**src/rtl/rps_pkg.sv**
```systemverilog
package rps_pkg;
   localparam int MODE_W = 4;
   localparam int ORD_W  = 2;
   localparam int NCOMP  = 3;
   localparam int BEAT_W = 2;

   typedef enum logic [1:0] {
      FMT_PAR       = 2'd0,
      FMT_SER3      = 2'd1,
      FMT_PAD_FIRST = 2'd2,
      FMT_PAD_LAST  = 2'd3
   } fmt_e;

   typedef enum logic [1:0] {
      ORD_RGB = 2'd0,
      ORD_BRG = 2'd1,
      ORD_GBR = 2'd2
   } ord_e;

   function automatic fmt_e fmt_decode(input logic [MODE_W-1:0] code);
      case (code)
         4'd8:    return FMT_SER3;
         4'd10:   return FMT_PAD_FIRST;
         4'd11:   return FMT_PAD_LAST;
         default: return FMT_PAR;
      endcase
   endfunction

   function automatic ord_e ord_decode(input logic [ORD_W-1:0] code);
      case (code)
         2'd1:    return ORD_BRG;
         2'd2:    return ORD_GBR;
         default: return ORD_RGB;
      endcase
   endfunction

   function automatic logic [BEAT_W-1:0] last_beat_of(input fmt_e f);
      case (f)
         FMT_PAR:  return 2'd0;
         FMT_SER3: return 2'd2;
         default:  return 2'd3;
      endcase
   endfunction

   // rotation applied to the slot index to reach the component index
   function automatic logic [1:0] ord_shift(input ord_e o);
      case (o)
         ORD_BRG: return 2'd2;
         ORD_GBR: return 2'd1;
         default: return 2'd0;
      endcase
   endfunction
endpackage

```
**src/rtl/rps_frame_ctrl.sv**
```systemverilog
module rps_frame_ctrl
   import rps_pkg::*;
(
   input  logic              clk,
   input  logic              rst_n,
   input  logic              frame_start,
   input  logic              line_valid,
   input  logic [MODE_W-1:0] mode_sel,
   input  logic [ORD_W-1:0]  odd_order,
   input  logic [ORD_W-1:0]  even_order,
   output fmt_e              fmt,
   output ord_e              cur_ord,
   output logic              odd_line
);
   ord_e odd_ord_q, even_ord_q;
   logic lv_d;

   always_ff @(posedge clk or negedge rst_n) begin
      if (!rst_n) begin
         fmt        <= FMT_PAR;
         odd_ord_q  <= ORD_RGB;
         even_ord_q <= ORD_RGB;
         odd_line   <= 1'b1;
         lv_d       <= 1'b0;
      end else begin
         lv_d <= line_valid;
         if (frame_start) begin
            fmt        <= fmt_decode(mode_sel);
            odd_ord_q  <= ord_decode(odd_order);
            even_ord_q <= ord_decode(even_order);
            odd_line   <= 1'b1;
         end else if (lv_d && !line_valid) begin
            odd_line <= ~odd_line;
         end
      end
   end

   assign cur_ord = odd_line ? odd_ord_q : even_ord_q;
endmodule

```
**src/rtl/rps_beat_ctrl.sv**
```systemverilog
module rps_beat_ctrl
   import rps_pkg::*;
(
   input  logic              clk,
   input  logic              rst_n,
   input  logic              frame_start,
   input  logic              pix_valid,
   input  fmt_e              fmt,
   output logic [BEAT_W-1:0] beat,
   output logic              pix_ready
);
   logic [BEAT_W-1:0] last;

   assign last      = last_beat_of(fmt);
   assign pix_ready = (beat == last);

   always_ff @(posedge clk or negedge rst_n) begin
      if (!rst_n) begin
         beat <= '0;
      end else if (frame_start) begin
         beat <= '0;
      end else if (pix_valid) begin
         beat <= pix_ready ? '0 : beat + 1'b1;
      end
   end
endmodule

```
**src/rtl/rps_comp_mux.sv**
```systemverilog
module rps_comp_mux
   import rps_pkg::*;
#(
   parameter int CW = 8,
   localparam int BUS_W = CW * NCOMP
) (
   input  logic [BUS_W-1:0]  pix,
   input  logic              valid,
   input  fmt_e              fmt,
   input  ord_e              ord,
   input  logic [BEAT_W-1:0] beat,
   output logic [BUS_W-1:0]  bus
);
   logic [CW-1:0] comp [NCOMP];

   // component 0 is red, held in the most significant field
   for (genvar i = 0; i < NCOMP; i++) begin : g_split
      assign comp[i] = pix[(NCOMP-1-i)*CW +: CW];
   end

   logic [1:0] slot, idx;
   logic [2:0] sum;
   logic       pad;

   always_comb begin
      pad  = 1'b0;
      slot = beat;
      case (fmt)
         FMT_PAD_FIRST: begin
            pad  = (beat == 2'd0);
            slot = beat - 2'd1;
         end
         FMT_PAD_LAST: pad = (beat == 2'd3);
         default: ;
      endcase
      sum = {1'b0, slot} + {1'b0, ord_shift(ord)};
      idx = (sum >= 3'd3) ? 2'(sum - 3'd3) : sum[1:0];
   end

   always_comb begin
      bus = '0;
      if (valid) begin
         if (fmt == FMT_PAR)
            bus = pix;
         else if (!pad)
            bus[CW-1:0] = comp[idx];
      end
   end
endmodule

```
**src/rtl/rgb_panel_serializer.sv**
```systemverilog
module rgb_panel_serializer
   import rps_pkg::*;
#(
   parameter int CW = 8,
   localparam int BUS_W = CW * NCOMP
) (
   input  logic              clk,
   input  logic              rst_n,
   input  logic [MODE_W-1:0] mode_sel,
   input  logic [ORD_W-1:0]  odd_order,
   input  logic [ORD_W-1:0]  even_order,
   input  logic              frame_start,
   input  logic              line_valid,
   input  logic [BUS_W-1:0]  pix_data,
   input  logic              pix_valid,
   output logic              pix_ready,
   output logic [BUS_W-1:0]  bus_data,
   output logic              bus_en
);
   if (CW < 1) begin : g_bad_cw
      $error("rgb_panel_serializer: CW must be at least 1");
   end

   fmt_e              fmt_q;
   ord_e              ord_now;
   logic              odd_line;
   logic [BEAT_W-1:0] beat;

   rps_frame_ctrl u_frame (
      .clk        (clk),
      .rst_n      (rst_n),
      .frame_start(frame_start),
      .line_valid (line_valid),
      .mode_sel   (mode_sel),
      .odd_order  (odd_order),
      .even_order (even_order),
      .fmt        (fmt_q),
      .cur_ord    (ord_now),
      .odd_line   (odd_line)
   );

   rps_beat_ctrl u_beat (
      .clk        (clk),
      .rst_n      (rst_n),
      .frame_start(frame_start),
      .pix_valid  (pix_valid),
      .fmt        (fmt_q),
      .beat       (beat),
      .pix_ready  (pix_ready)
   );

   rps_comp_mux #(.CW(CW)) u_mux (
      .pix  (pix_data),
      .valid(pix_valid),
      .fmt  (fmt_q),
      .ord  (ord_now),
      .beat (beat),
      .bus  (bus_data)
   );

   assign bus_en = pix_valid;
endmodule

```
**config.mk**
```make
export PLATFORM = sky130hd
export DESIGN_NAME = rgb_panel_serializer
export DESIGN_NICKNAME = d
export VERILOG_FILES = /design/src/rtl/rps_pkg.sv /design/src/rtl/rps_frame_ctrl.sv /design/src/rtl/rps_beat_ctrl.sv /design/src/rtl/rps_comp_mux.sv /design/src/rtl/rgb_panel_serializer.sv
export SDC_FILE = /design/constraint.sdc
export NUM_CORES = 1
export LEC_CHECK = 0
export ABC_AREA = 1
export BUFFER_PORTS_ARGS = -buffer_cell sky130_fd_sc_hd__clkbuf_2
export CORE_MARGIN = 3
export CORE_UTILIZATION = 36
export DETAILED_ROUTE_END_ITERATION = 6
export PLACE_DENSITY = 0.71
export SETUP_SLACK_MARGIN = 0.15
export SYNTH_ARGS = -nofsm -noshare
export SYNTH_HDL_FRONTEND = slang
export SYNTH_SLANG_ARGS = --single-unit
```
**constraint.sdc**
```tcl
create_clock -name clk -period 3 [get_ports clk]
set_clock_uncertainty 0.15 [all_clocks]
set_input_delay 0.6 -clock clk [delete_from_list [all_inputs] [get_ports clk]]
set_output_delay 0.6 -clock clk [all_outputs]
set_load 0.01 [all_outputs]
```
==> results of run 1 <==
[state kept, by name, summed over array words and instances, names as in the netlist]
| signal | flops |
|---|---|
| u_frame.lv_d | 1 |
| u_frame.fmt | 2 |
| u_frame.odd_line | 1 |
| u_frame.even_ord_q | 2 |
| u_beat.beat | 2 |
| u_frame.odd_ord_q | 2 |
[synthesized netlist by cell type]
cell type / number / share of area
nor3_2: 1 / 0.0087
nor2_8: 2 / 0.035
nand2_2: 1 / 0.0054
buf_2: 1 / 0.0043
nand2_8: 1 / 0.017
xnor2_1: 1 / 0.0076
fa_1: 1 / 0.017
nand2_1: 69 / 0.22
o22ai_1: 1 / 0.0054
nor2_4: 2 / 0.020
inv_2: 2 / 0.0065
buf_4: 1 / 0.0065
buf_6: 1 / 0.0098
ha_1: 4 / 0.043
o21ai_0: 10 / 0.043
inv_8: 1 / 0.0098
dfrtp_1: 9 / 0.20
nand2_4: 4 / 0.039
nor2_1: 23 / 0.075
dfstp_2: 1 / 0.023
o31ai_1: 1 / 0.0065
or2_2: 1 / 0.0054
inv_1: 33 / 0.11
nor3_1: 1 / 0.0043
nand3_1: 14 / 0.061
a21oi_1: 3 / 0.013
xor2_1: 1 / 0.0076
[cells by family after synthesis]
group	after synthesis	synth area share
AOI/OAI and AO/OA	15	0.0683
buffers and inverters	39	0.144
and+or+nand+nor	119	0.494
xor gates and xnor gates	2	0.0152
adders and majority gates	5	0.0607
DFF	10	0.218
[placed cells by master, fill, tap and decap left out, types with 2 or more instances in the layout]
master | Yosys | routed
a21oi_2 | 0 | 2
buf_4 | 1 | 20
buf_6 | 1 | 5
clkbuf_2 | 0 | 56
clkbuf_4 | 0 | 3
dfrtp_1 | 9 | 9
ha_1 | 4 | 2
ha_2 | 0 | 2
inv_1 | 33 | 33
inv_2 | 2 | 2
nand2_1 | 69 | 59
nand2_2 | 1 | 11
nand2_4 | 4 | 4
nand2_8 | 1 | 2
nand3_1 | 14 | 12
nand3_2 | 0 | 2
nor2_1 | 23 | 23
nor2_4 | 2 | 2
nor2_8 | 2 | 2
o21ai_0 | 10 | 6
o21ai_2 | 0 | 3
[layout make-up]
type,instances,area [um2],area share
Multi-Input combinational cell,142,816,0.454
Clock buffer,4,36.3,0.0202
Sequential cell,10,251,0.140
Tap cell,42,52.6,0.0292
Timing Repair Buffer,82,492,0.274
Timing Repair inverter,1,6.26,0.00348
Inverter,36,143,0.0794
[timing repair]
item,4_1_cts,5_1_grt
setup endpoints to repair,8,8
gates cloned,1,1
pin swaps,2,7
resized for setup,4,18
endpoints found under the hold margin,0,0
setup buffers,2,0
[worst paths after layout]
path | from | end | slack, ns | cells past startpoint
min in group clk | line_valid | u_frame.lv_d | 0.30 | 1
max in group asynchronous | rst_n | u_frame.odd_line | 2.40 | 1
worst max register to register | u_frame.fmt[1] | u_beat.beat[0] | 1.56 | 7
worst max-delay path | u_frame.odd_line | bus_data[0] | -0.63 | 17
worst min register to register | u_frame.lv_d | u_frame.odd_line | 0.36 | 2
worst min-delay path | rst_n | u_frame.even_ord_q[1] | 0.04 | 1
[worst max-delay path, delay by kind of cell (launching register included)]
kind / cells / cell delay, ns
AND/OR/NAND/NOR: 11 / 0.97
adder cells (fa/ha/maj): 3 / 0.80
AO/OA/AOI/OAI: 1 / 0.06
flip-flops: 1 / 0.59
buffers and inverters: 2 / 0.17
[power groups by stage]
| stage | sequential (mW) | combinational (mW) | clock, mW |
|---|---|---|---|
| final | 0.152 | 0.651 | 0.121 |
| after global routing | 0.153 | 0.721 | 0.135 |
| after floorplan | 0.155 | 0.396 | 0 |
| after global placement | 0.153 | 0.563 | 0 |
| after detailed placement | 0.153 | 0.570 | 0 |
| after CTS | 0.151 | 0.610 | 0.125 |
[metrics by stage]
stage | setup WS (ns) | hold slack (ns) | std cells | cell area [um2]
floorplan | -0.107 | 0.154 | 190 | 1180
global placement | -0.274 | 0.326 | 309 | 1660
detailed placement | -0.351 | 0.330 | 309 | 1660
CTS | -0.645 | 0.0396 | 316 | 1730
global route | -0.820 | 0.0405 | 317 | 1800
finish | -0.632 | 0.0365 | 317 | 1800
[layer usage]
metal / vias up / part of all wire / track usage
met5: - / 0 / 0
met4: 0 / 0.0067 / 0.0468
li1: 743 / - / -
met1: 612 / 0.44 / 0.206
met3: 2 / 0.085 / 0.0270
met2: 57 / 0.47 / 0.284
==> results.yml, run 1 <==
clock_tree:
  hold_buffers: 0
  cts_tree: "built"
  clock-sinks: 10
  clk_latency_ns: 0.26
  numCtsBuffers: 3
  htreeDepth: 1
  root_buffer: "clkbuf_4"
  clockBufferDepth: 2
  clk_pin_slew_worst_paths_ns: 0.07
sta:
  fin_tns_setup_ns: -4.87
  finalSetupViolCount: 8
  worst_slew_pin_slew_ns: 0.436
  fin_ws_ns: -0.632
  max_freq_ghz: 0.275
  slew_headroom: 0.708
  final-max-slew-violation-count: 0
  post-route-min-period_ns: 3.63
  post-route-period-util: 1.21
  rsz0062_at_grt: "yes"
  hold_violations: 0
synth:
  synth_warnings: 0
  synth_cell_types: 27
  netlist_area_um2: 1150
  synth_area_per_cell_um2: 6.08
  ys_seq_area_frac: 0.218
  syn_nets: 232
  ys_ff_latch: 10
  netlist_instances: 190
floorplan:
  dieArea_um2: 3920
  ios: 63
  rows: 19
  die_w_um: 62.6
  core_area_um2: 2900
  start_util: 0.398
  die_h_um: 62.6
setup_path:
  cpMostUsedCell: "nand2_1"
  worst-path-max-fanout: 7
  required_ns: 2.25
  worstSetupPathType: "reg2out"
  critical_path.max_stage_delay_ns: 0.59
  worstPathArrival_ns: 2.88
  cp-end-kind: "output port"
  slowest_stage: "dfstp_2"
  path_cells: "nand2_2 > o21ai_2 > inv_1 > nor2_1 > ha_2 > fa_1 > ha_2 > nor2_4 > nand2_4 > nand2_4 > nand2_8 > nor2_8 > nand2_1 > nand2_1 > nand2_1 > nand2_2 > clkbuf_2"
  critPathLaunchType: "flip-flop"
pwr:
  pwr-share-clk: 0.131
  power.density_nw_per_um2: 514
  finalPower_mw: 0.924
  intPower_mw: 0.499
  swShare: 0.460
  vdd_drop_max_mv: 0.309
  seqPwrFrac: 0.164
  combinationalPowerShare: 0.704
  p_leak_nw: 1.09
  switching_power_mw: 0.425
place:
  gp_congestion: 0.862
  port_buffers: 62
  dp_hpwl_mm: 2.59
detailed_routing:
  totalWireLength_mm: 3.13
  via_count: 1414
  drt_iter0_drc: 79
  drc_errors: 0
  first_pass_iters: 4
  via_per_inst: 4.46
  wire_per_inst_um: 9.88
  drtAntennaViolNets: 0
global_route:
  grt_max_degree: 16
  overflow: 0
  antenna_found_initial: 0
  grt_pass1_wl_mm: 5.44
  grtUsageTotal: 0.163
  grt_pass1_vias: 1272
min_path:
  min_path_type: "in2async"
status:
  status: "finished, violations left"
  violations: "setup timing"
flow_run:
  max_cap_viol_count: 0
final_layout:
  n_fill_cell: 293
  final_nets: 318
  drive_above_1_share: 0.447
  areaGrowthSynthToFinish_pct: 55.6
  insertedDiodeCount: 0
  utilization: 0.620
No activity file was read; power rests on OpenSTA's default activity.
==> inputs of run 2 (changes only) <==
--- a/config.mk
+++ b/config.mk
@@ -6,11 +6,12 @@
 export NUM_CORES = 1
 export LEC_CHECK = 0
 export ABC_AREA = 1
+export ABC_CLOCK_PERIOD_IN_PS = 4620
 export BUFFER_PORTS_ARGS = -buffer_cell sky130_fd_sc_hd__clkbuf_2
 export CORE_MARGIN = 3
 export CORE_UTILIZATION = 36
 export DETAILED_ROUTE_END_ITERATION = 6
-export PLACE_DENSITY = 0.71
+export PLACE_DENSITY = 0.69
 export SETUP_SLACK_MARGIN = 0.15
 export SYNTH_ARGS = -nofsm -noshare
 export SYNTH_HDL_FRONTEND = slang
==> constraint.sdc (replaced) <==
create_clock -name clk -period 4.62 [get_ports clk]
set_clock_uncertainty 0.15 [all_clocks]
set_input_delay 0.924 -clock clk [delete_from_list [all_inputs] [get_ports clk]]
set_output_delay 0.924 -clock clk [all_outputs]
set_load 0.01 [all_outputs]
==> results.yml, run 2 (synthesis gave the netlist of run 1 again) <==
status:
  status: "finished, final reports clean"
floorplan:
  die_w_um: 62.6
  start_util: 0.398
  ios: 63
  dieArea_um2: 3920
  rows: 19
  die_h_um: 62.6
  core_area_um2: 2900
global_route:
  overflow: 0
  grt_pass1_vias: 1204
  antenna_found_initial: 0
  grtUsageTotal: 0.155
  grt_pass1_wl_mm: 5.13
  grt_max_degree: 16
setup_path:
  required_ns: 3.55
  worst-path-max-fanout: 9
  critical_path.max_stage_delay_ns: 0.47
  critPathLaunchType: "flip-flop"
  cp-end-kind: "output port"
  path_cells: "inv_1 > ha_1 > o21ai_0 > fa_1 > ha_1 > nor2_4 > nand2_4 > nand2_4 > inv_8 > nor2_8 > nand2_1 > nand2_1 > nand2_1 > nand2_1 > clkbuf_2"
  worstSetupPathType: "reg2out"
  cpMostUsedCell: "nand2_1"
  slowest_stage: "fa_1"
  worstPathArrival_ns: 3.00
clock_tree:
  clk_pin_slew_worst_paths_ns: 0.07
  clock-sinks: 10
  clockBufferDepth: 2
  cts_tree: "built"
  root_buffer: "clkbuf_4"
  clk_latency_ns: 0.26
  cts_setup_buffers: 0
  post_cts_resized: 0
  numCtsBuffers: 3
  hold_buffers: 0
  htreeDepth: 1
final_layout:
  mostFrequentLayoutCells: "nand2_1 (69), clkbuf_2 (62), inv_1 (33)"
  drive_above_1_share: 0.324
  n_fill_cell: 315
  ff_latch_area_um2: 251
  fin_area_um2: 1530
  areaGrowthSynthToFinish_pct: 32.5
  final_common_cell: "nand2_1"
  multiInputGateArea_um2: 737
  insertedDiodeCount: 0
  final_nets: 296
sta:
  hold_ws_ns: 0.334
  rsz0062_at_grt: "no"
  finalSetupViolCount: 0
  hold_violations: 0
  worst_slew_pin_slew_ns: 0.470
  final-max-slew-violation-count: 0
  post-route-min-period_ns: 4.07
  post-route-period-util: 0.881
  fin_tns_setup_ns: 0
  slew_headroom: 0.685
  max_freq_ghz: 0.246
detailed_routing:
  totalWireLength_mm: 2.88
  via_count: 1324
  drt_iter0_drc: 61
  wire_per_inst_um: 9.75
  first_pass_iters: 5
  drc_errors: 0
  drtAntennaViolNets: 0
  via_per_inst: 4.49
place:
  port_buffers: 62
  placed_area_um2: 1490
  gp_congestion: 0.804
  dp_hpwl_mm: 2.49
pwr:
  p_leak_nw: 0.968
  power.density_nw_per_um2: 327
  vdd_drop_max_mv: 0.175
  finalPower_mw: 0.500
min_path:
  min_path_type: "reg2reg"
flow_run:
  max_cap_viol_count: 0
==> run 2: per-stage QoR <==
stage               instances  setup slack (ns)  utilization
floorplan                 190              1.07            -
global placement          291             0.845        0.515
detailed placement        291             0.803        0.515
CTS                       295             0.512        0.528
global route              295             0.260        0.528
finish                    295             0.550        0.528
==> run 2: per-layer routing <==
metal / global-route usage / vias to the layer above / wire (um)
li1: - / 698 / -
met1: 0.196 / 565 / 1330
met2: 0.258 / 55 / 1270
met3: 0.0342 / 6 / 235
met4: 0.0551 / 0 / 36
met5: 0 / - / 0
==> run 2: final timing paths <==
path | start | end | slack, ns | cells past startpoint
setup / recovery | u_beat.beat[0] | bus_data[4] | 0.55 | 15
hold / removal | u_frame.even_ord_q[1] | u_frame.even_ord_q[1] | 0.33 | 2
setup reg to reg | u_frame.fmt[1] | u_beat.beat[1] | 3.27 | 6
hold reg to reg | u_frame.even_ord_q[1] | u_frame.even_ord_q[1] | 0.33 | 2
max in group asynchronous | rst_n | u_frame.odd_line | 3.70 | 1
min in group asynchronous | rst_n | u_frame.even_ord_q[1] | 0.36 | 1
==> run 2: cell type report <==
cell class	instances	share of cell area
inverter	36	0.0932
sequential	10	0.164
multi-input combinational	141	0.482
clock buffer	4	0.0237
tap	42	0.0343
timing repair buffer	62	0.203
==> run 2: report_power, final <==
| part | internal (mW) | switching, mW | total [mW] |
|---|---|---|---|
| registers | 0.0944 | 0.00530 | 0.0997 |
| clock network | 0.0479 | 0.0302 | 0.0781 |
| logic | 0.120 | 0.203 | 0.322 |
==> run 2: critical path: cells and delay by family (launching register included) <==
kind / cells / cell delay (ns)
flip-flops: 1 / 0.40
adder cells (fa/ha/maj): 3 / 1.02
AND/OR/NAND/NOR: 8 / 0.78
AO/OA/AOI/OAI: 1 / 0.24
buffers and inverters: 3 / 0.29
==> inputs of run 3 (changes only) <==
--- a/config.mk
+++ b/config.mk
@@ -9,9 +9,9 @@
 export ABC_CLOCK_PERIOD_IN_PS = 4620
 export BUFFER_PORTS_ARGS = -buffer_cell sky130_fd_sc_hd__clkbuf_2
 export CORE_MARGIN = 3
-export CORE_UTILIZATION = 36
+export CORE_UTILIZATION = 48
 export DETAILED_ROUTE_END_ITERATION = 6
-export PLACE_DENSITY = 0.69
+export PLACE_DENSITY = 0.87
 export SETUP_SLACK_MARGIN = 0.15
 export SYNTH_ARGS = -nofsm -noshare
 export SYNTH_HDL_FRONTEND = slang
==> results.yml, run 3 (synthesis gave the netlist of run 1 again) <==
setup_path:
  required_ns: 3.55
  cp_top_family: "adder cells"
  cpMostUsedCell: "nand2_1"
  critPathLaunchType: "flip-flop"
  critical_path.max_stage_delay_ns: 0.48
  cp-end-kind: "output port"
  worst-path-max-fanout: 9
  path_cells: "inv_1 > ha_1 > o21ai_0 > fa_1 > ha_1 > nor2_4 > nand2_4 > nand2_4 > inv_8 > nor2_8 > nand2_1 > nand2_1 > nand2_1 > nand2_1 > clkbuf_2"
  cp-startpoint: "u_beat.beat[0]"
  worstSetupPathType: "reg2out"
  slowest_stage: "fa_1"
  worstPathArrival_ns: 3.00
  worst-path-buf-inv: 3
  reg2reg_from: "u_frame.fmt[1]"
detailed_routing:
  via_count: 1308
  totalWireLength_mm: 2.78
  drt_iter0_drc: 13
  drc_errors: 0
  first_pass_iters: 4
  drtAntennaViolNets: 0
  wire_per_inst_um: 9.90
  via_per_inst: 4.65
clock_tree:
  clk_pin_slew_worst_paths_ns: 0.07
  root_buffer: "clkbuf_4"
  clk_latency_ns: 0.27
  clock-sinks: 10
  post_cts_resized: 0
  hold_buffers: 0
  numCtsBuffers: 3
  htreeDepth: 1
  clockBufferDepth: 2
  cts_tree: "built"
  cts_setup_buffers: 0
final_layout:
  ff_latch_area_um2: 251
  n_fill_cell: 220
  drive_above_1_share: 0.320
  utilization: 0.666
  multiInputGateArea_um2: 737
  mostFrequentLayoutCells: "nand2_1 (69), clkbuf_2 (62), inv_1 (33)"
  final_common_cell: "nand2_1"
  areaGrowthSynthToFinish_pct: 30.1
  final_nets: 296
  insertedDiodeCount: 0
floorplan:
  core_area_um2: 2250
  rows: 17
  ios: 63
  die_h_um: 55.1
  start_util: 0.512
  die_w_um: 55.1
  dieArea_um2: 3030
sta:
  rsz0062_at_grt: "no"
  fin_tns_setup_ns: 0
  fin_ws_ns: 0.545
  slew_headroom: 0.683
  max_freq_ghz: 0.245
  worst_slew_pin_slew_ns: 0.473
  finalSetupViolCount: 0
  post-route-min-period_ns: 4.07
  final-max-slew-violation-count: 0
  post-route-period-util: 0.882
  hold_violations: 0
min_path:
  hold_start: "u_frame.even_ord_q[0]"
  min_path_type: "reg2reg"
status:
  status: "finished, final reports clean"
pwr:
  power.density_nw_per_um2: 322
  finalPower_mw: 0.483
  vdd_drop_max_mv: 0.227
  p_leak_nw: 0.962
global_route:
  grt_max_degree: 16
  overflow: 0
  grtUsageTotal: 0.197
  grt_pass1_wl_mm: 4.49
  grt_pass1_vias: 1106
  antenna_found_initial: 0
place:
  port_buffers: 62
  dp_hpwl_mm: 2.38
  gp_congestion: 0.859
  dpl_worst_slack_ns: 0.807
flow_run:
  max_cap_viol_count: 0
[run 3: per-stage QoR]
stage	hold WS [ns]	cell area, um2	std cells
6_report	0.336	1500	281
5_1_grt	0.349	1500	281
4_1_cts	0.337	1500	281
3_5_place_dp	0.319	1480	277
3_3_place_gp	0.308	1480	277
2_1_floorplan	0.294	1150	190
[run 3: layer usage]
layer | up-vias | share of wire | routed length, um | GRT usage
met5 | - | 0 | 0 | 0
met4 | 0 | 0.0075 | 21 | 0.0364
met3 | 2 | 0.090 | 251 | 0.0241
met2 | 50 | 0.46 | 1270 | 0.337
met1 | 551 | 0.44 | 1240 | 0.268
li1 | 705 | - | - | -
[run 3: cell type report]
type	count	area share
tap	28	0.0233
multi-input combinational	141	0.490
clock buffer	4	0.0175
inverter	36	0.0949
sequential	10	0.167
timing repair buffer	62	0.206
[run 3: tightest hold or removal path: stages (launching register included)]
cell and delay, ns:
dfrtp_1 0.34, nand2_1 0.06, nand2_1 0.06
[run 3: report_power, final]
| group | switching [mW] | internal (mW) | total, mW |
|---|---|---|---|
| registers | 0.00532 | 0.0944 | 0.0998 |
| logic | 0.200 | 0.119 | 0.319 |
| clock network | 0.0310 | 0.0335 | 0.0644 |
| total | 0.236 | 0.247 | 0.483 |
[run 3: final timing paths]
| kind | endpoint | slack [ns] | cells past startpoint |
|---|---|---|---|
| worst min-delay path | u_frame.even_ord_q[0] | 0.34 | 2 |
| worst max-delay path | bus_data[6] | 0.55 | 15 |
| max in group asynchronous | u_frame.odd_line | 3.70 | 1 |
| min in group asynchronous | u_frame.even_ord_q[0] | 0.36 | 1 |
| worst min register to register | u_frame.even_ord_q[0] | 0.34 | 2 |
| worst max register to register | u_beat.beat[1] | 3.25 | 6 |
